### src/rtl/sidf_pkg.sv
package sidf_pkg;

    // Width of the configuration data word and the bit holding the span flag
    localparam int CFG_W    = 32;
    localparam int SPAN_POS = 29;

    // Output presentation states
    typedef enum logic {
        ST_IDLE = 1'b0,
        ST_SHOW = 1'b1
    } sidf_state_e;

endpackage

### src/rtl/sidf_cfg_bank.sv
module sidf_cfg_bank
    import sidf_pkg::*;
#(
    parameter int NUM_CTR = 4,
    parameter int SID_W   = 32,
    localparam int IDX_W  = (NUM_CTR > 1) ? $clog2(NUM_CTR) : 1
) (
    input  logic                            clk,
    input  logic                            rst_n,
    input  logic                            cfg_we,
    input  logic [IDX_W-1:0]                cfg_ctr,
    input  logic                            cfg_is_type,
    input  logic [CFG_W-1:0]                cfg_wdata,
    output logic [NUM_CTR-1:0][SID_W-1:0]   flt_o,
    output logic [NUM_CTR-1:0]              span_o
);

    for (genvar c = 0; c < NUM_CTR; c++) begin : g_ctr
        logic             sel;
        logic [SID_W-1:0] flt_r;
        logic             span_r;

        assign sel = cfg_we && (cfg_ctr == IDX_W'(c));

        always_ff @(posedge clk or negedge rst_n) begin
            if (!rst_n) begin
                flt_r  <= '1;
                span_r <= 1'b1;
            end else if (sel) begin
                if (cfg_is_type) begin
                    span_r <= cfg_wdata[SPAN_POS];
                end else begin
                    flt_r  <= cfg_wdata[SID_W-1:0];
                end
            end
        end

        assign flt_o[c]  = flt_r;
        assign span_o[c] = span_r;
    end

endmodule

### src/rtl/sidf_lane.sv
module sidf_lane #(
    parameter int SID_W = 32
) (
    input  logic [SID_W-1:0] flt,
    input  logic             span,
    input  logic [SID_W-1:0] sid,
    output logic             hit
);

    logic [SID_W-1:0] bumped;
    logic [SID_W-1:0] ign;
    logic [SID_W-1:0] care;

    // Adding one flips the trailing ones and the lowest zero; the XOR marks
    // exactly those bits. An all-ones word wraps to zero, marking every bit.
    assign bumped = flt + SID_W'(1);
    assign ign    = flt ^ bumped;
    assign care   = span ? ~ign : '1;
    assign hit    = (((sid ^ flt) & care) == '0);

endmodule

### src/rtl/sidf_matcher.sv
module sidf_matcher
    import sidf_pkg::*;
#(
    parameter int NUM_CTR = 4,
    parameter int SID_W   = 32,
    localparam int IDX_W  = (NUM_CTR > 1) ? $clog2(NUM_CTR) : 1
) (
    input  logic               clk,
    input  logic               rst_n,
    input  logic               cfg_we,
    input  logic [IDX_W-1:0]   cfg_ctr,
    input  logic               cfg_is_type,
    input  logic [31:0]        cfg_wdata,
    input  logic               global_mode,
    input  logic               txn_vld,
    input  logic [SID_W-1:0]   txn_sid,
    output logic               match_vld,
    output logic [NUM_CTR-1:0] match_vec
);

    logic [NUM_CTR-1:0][SID_W-1:0] flt;
    logic [NUM_CTR-1:0]            span;
    logic [NUM_CTR-1:0]            hit_d;
    logic [NUM_CTR-1:0]            hit_q;
    sidf_state_e                   state_q;
    sidf_state_e                   state_d;

    sidf_cfg_bank #(
        .NUM_CTR (NUM_CTR),
        .SID_W   (SID_W)
    ) u_bank (
        .clk         (clk),
        .rst_n       (rst_n),
        .cfg_we      (cfg_we),
        .cfg_ctr     (cfg_ctr),
        .cfg_is_type (cfg_is_type),
        .cfg_wdata   (cfg_wdata),
        .flt_o       (flt),
        .span_o      (span)
    );

    for (genvar c = 0; c < NUM_CTR; c++) begin : g_lane
        logic [SID_W-1:0] use_flt;
        logic             use_span;

        assign use_flt  = global_mode ? flt[0]  : flt[c];
        assign use_span = global_mode ? span[0] : span[c];

        sidf_lane #(
            .SID_W (SID_W)
        ) u_lane (
            .flt  (use_flt),
            .span (use_span),
            .sid  (txn_sid),
            .hit  (hit_d[c])
        );
    end

    // Next-state logic
    always_comb begin
        unique case (state_q)
            ST_IDLE: state_d = txn_vld ? ST_SHOW : ST_IDLE;
            ST_SHOW: state_d = txn_vld ? ST_SHOW : ST_IDLE;
            default: state_d = ST_IDLE;
        endcase
    end

    // State register and result capture
    always_ff @(posedge clk or negedge rst_n) begin
        if (!rst_n) begin
            state_q <= ST_IDLE;
            hit_q   <= '0;
        end else begin
            state_q <= state_d;
            if (txn_vld) begin
                hit_q <= hit_d;
            end
        end
    end

    // Outputs
    always_comb begin
        match_vld = (state_q == ST_SHOW);
        match_vec = match_vld ? hit_q : '0;
    end

endmodule

### config.mk
export PLATFORM = sky130hd
export DESIGN_NAME = sidf_matcher
export DESIGN_NICKNAME = d
export VERILOG_FILES = /design/src/rtl/sidf_pkg.sv /design/src/rtl/sidf_cfg_bank.sv /design/src/rtl/sidf_lane.sv /design/src/rtl/sidf_matcher.sv
export SDC_FILE = /design/constraint.sdc
export NUM_CORES = 1
export LEC_CHECK = 0
export BUFFER_PORTS_ARGS = -buffer_cell sky130_fd_sc_hd__buf_2
export CAP_MARGIN = 20
export CORE_UTILIZATION = 60
export CTS_BUF_LIST = sky130_fd_sc_hd__clkbuf_16
export CTS_CLUSTER_SIZE = 10
export DETAILED_ROUTE_END_ITERATION = 16
export HOLD_SLACK_MARGIN = 0.02
export PLACE_DENSITY = 0.8
export SLEW_MARGIN = 10
export SYNTH_ARGS = -nofsm -noshare
export SYNTH_HDL_FRONTEND = slang
export SYNTH_SLANG_ARGS = --single-unit
### constraint.sdc
create_clock -name clk -period 3 [get_ports clk]
set_input_delay 0.6 -clock clk [delete_from_list [all_inputs] [get_ports clk]]
set_output_delay 0.6 -clock clk [all_outputs]
set_load 0.02 [all_outputs]
==> summary.md <==
| Metric | Value |
|---|---|
| Wire length of the first global-routing pass | `52500 µm` |
| Die W | `133 µm` |
| Outcome | `finished clean` |
| Synth Cell Area | `10300 µm²` |
| DR pass1 iterations | `8` |
| Share of cells above drive strength 1 | `43.4%` |
| Final period utilization | `a little over nine tenths` |
| Design Area, Final | `~12000 µm²` |
| CP max stage delay | `0.61 ns` |
| Ys flop type | `dfstp_2` |
| Number of enable flip-flop cells after synthesis | `0` |
| HPWL after DPL | `26000 µm` |
| Sequential share of power | `37.4%` |
| IO Pins | `77` |
| Leak pwr | `4.95 nW` |
| Maximum VDD drop | `0.467 mV` |
| Antenna Cells | `0` |
| WL final | `33700 µm` |
| Ys async rst share | `100%` |
| Layout Utilization | `73.6%` |
| Die Y | `around 130 µm` |
| Final Hold Viols | `0` |
| Layout fillers | `1195` |
| CTS root buf | `clkbuf_16` |
| Power per cell area | `678 nW/µm²` |
| Worst Skew | `between 0.008 and 0.009 ns` |
| Max_cap viols | `0` |
| Net Count, Synth | `between 1000 and 1500` |
| Arr. time, crit path | `between 3 and 4 ns` |
| Initial antenna violation count | `0` |
| Num rows | `47` |
| F_max | `355 MHz` |
| Port Buffer Count | `76` |
| Core footprint | `roughly 17000 µm²` |
| Dpl cell area | `11600 µm²` |
| CTS tree | `yes` |
| Final setup violation count | `0` |
| Initial core utilization | `61.8%` |
| Slew headroom | `57.0%` |
| Flops & latches, synth | `137` |
| Switching power | `~2.9 mW` |
| CP endpoint kind | `register` |
| Sink Count | `137` |
| Seq/Total Area, Yosys | `34.8%` |
| Vias after detailed routing | `9345` |
| H-tree depth | `4` |
| Total global routing overflow | `0` |
| Power Internal | `5.42 mW` |
| Total CTS buffers | `17` |
| Largest net degree at the start of global routing | `74` |
| Critical Path RT | `3.33 ns` |
| Commonest cells after routing, fill and taps aside | `mux2_2 (131), dfstp_2 (131), buf_4 (120), mux2i_1 (89), xnor2_1 (89)` |
| Syn Inst Count | `between 1000 and 1500` |
| Worst setup SP type | `register` |
| Syn_area_per_cell | `10.0 µm²` |
| Fin crit period | `2.82 ns` |
| Area Growth Syn to Fin | `19.0%` |
| 1st-iter DRT viols | `1025` |
| CP Buf/Inv Count | `2` |
| Synth cell types | `76` |
| Warnings, synthesis | `0` |
| GPL Wtd Cong | `1.05` |
| Clock slew at the register clock pins of the worst setup and hold paths | `0.06 ns` |
| Multi-input logic area | `between 6000 and 7000 µm²` |
| Max FO, Critical Path | `6` |
| Crit path cell chain | `ha_1 > nand3_1 > or4_4 > nor3_1 > buf_4 > inv_1 > a2111oi_1 > nand3_1 > o41ai_2` |
| WL per Instance | `around 24 µm` |
| DRC viols | `0` |
| Clock buffer depth | `2` |
| WS Path Type | `register to register` |
| Total track usage | `39.1%` |
| Number of global-route vias before repair | `9077` |
| Slew @ Worst Pin | `0.643 ns` |
| Switching Fraction | `34.9%` |
| Vias per Instance | `6.70` |
| Remaining antenna violation count | `0` |
| Top cell by count, worst path | `nand3_1` |
| Full die area | `between 15000 and 20000 µm²` |
| Clk_lat worst skew | `0.43 ns` |
| Worst Hold Class | `input port to async pin` |
| Clock power share | `29.0%` |
| Nets | `1236` |
| Logic pwr share | `33.5%` |
| Cell at the slowest stage of the critical path | `dfstp_2` |
| Reg area | `3600 µm²` |
| Max-slew violation total from the final report | `0` |
| CP top delay family | `simple AND/OR/NAND/NOR gates` |
-- state kept, by name, summed over array words and instances, names as in the netlist --
register / count
u_bank.g_ctr.span_r: 4
hit_q: 4
match_vld: 1
u_bank.g_ctr.flt_r: 128
-- per-stage QoR --
step / hold slack [ns] / TNS, ns / setup WS [ns] / power (mW) / instances
detailed placement: 0.530 / -0.0906 / -0.0906 / 5.80 / 1363
global placement: 0.502 / -0.0559 / -0.0559 / 5.75 / 1363
floorplan: 0.304 / 0 / 0.121 / 4.67 / 1028
global route: 0.361 / -0.00782 / -0.00782 / 8.63 / 1394
finish: 0.328 / 0 / 0.182 / 8.33 / 1394
CTS: 0.329 / 0 / 0.0975 / 8.25 / 1393
-- path summary, 6_finish.rpt --
kind	slack (ns)	startpoint	cells after the start	to
setup / recovery	0.18	u_bank.g_ctr[0].flt_r[0]	9	hit_q[0]
hold / removal	0.33	rst_n	1	u_bank.g_ctr[1].flt_r[11]
setup reg to reg	0.18	u_bank.g_ctr[0].flt_r[0]	9	hit_q[0]
hold reg to reg	0.55	hit_q[0]	2	hit_q[0]
max in group asynchronous	2.09	rst_n	2	u_bank.g_ctr[0].flt_r[24]
min in group clk	0.41	txn_vld	1	match_vld
-- power by group through the flow --
stage	registers (mW)	logic, mW	clock network (mW)
global route	3.16	2.97	2.49
floorplan	2.77	1.90	0
global placement	3.09	2.66	0
finish	3.12	2.79	2.42
detailed placement	3.10	2.70	0
CTS	3.09	2.72	2.44
-- layer usage --
layer | up-vias | part of all wire (%) | GRT usage [%]
met4 | 0 | 3.4 | 16.0
met5 | - | 0 | 0
met3 | 80 | 9.0 | 6.96
met1 | 4617 | 42 | 53.8
met2 | 541 | 45 | 60.9
li1 | 4107 | - | -
-- timing repair --
action                                  in CTS  in global routing
hold buffers                                 0                  0
endpoints found under the setup margin       0                  2
resized for setup                            0                  5
setup buffers                                0                  1
-- worst register-to-register path, delay by kind of cell (launching register included) --
kind	cells	cell delay, ns
buf+inv	2	0.25
flops	1	0.61
compound gates	2	0.63
fa+ha+maj	1	0.20
simple gates	4	1.02
-- cells by family after synthesis --
group / share of synthesized area, %
AOI/OAI and AO/OA: 12.7
xor gates and xnor gates: 10.3
adders and majority gates: 0.121
buffers and inverters: 4.40
DFF: 34.8
muxes: 22.9
and+or+nand+nor: 14.7
-- cell usage after synthesis (4+ instances only) --
master,count,area share [%]
nand2_1,40,1.5
nor2_1,27,0.98
buf_6,4,0.44
and2_1,9,0.55
nor4_1,9,0.55
nand3b_1,16,1.2
nor3_1,16,0.78
or4_1,5,0.36
nand4_1,21,1.3
o211ai_1,5,0.36
a32o_1,4,0.39
a211oi_1,6,0.44
o31ai_1,6,0.44
a21oi_1,37,1.8
a22oi_1,13,0.94
xnor2_1,89,7.5
and3_1,17,1.0
o21ai_0,37,1.8
dfrtp_1,5,1.2
nor3b_1,5,0.36
nand2b_1,7,0.42
dfstp_2,132,34
nand4b_1,8,0.68
buf_2,20,0.97
and3b_1,6,0.51
inv_1,13,0.47
nand3_1,41,2.0
mux2_2,131,14
a22o_1,4,0.34
xor2_1,33,2.8
a32oi_1,7,0.59
clkbuf_1,54,2.0
and4_1,8,0.68
nor2b_1,10,0.61
o32ai_1,4,0.34
a31oi_1,20,1.2
o22ai_1,9,0.55
mux2i_1,89,8.6
buf_4,4,0.29
-- cell type report --
type,count,share of cell area (%)
clock buffer,17,3.46
timing repair buffer,200,11.3
clock inverter,13,1.96
tap,220,2.24
inverter,14,0.428
multi-input combinational,793,51.4
sequential,137,29.3
No activity file was read; power rests on OpenSTA's default activity.
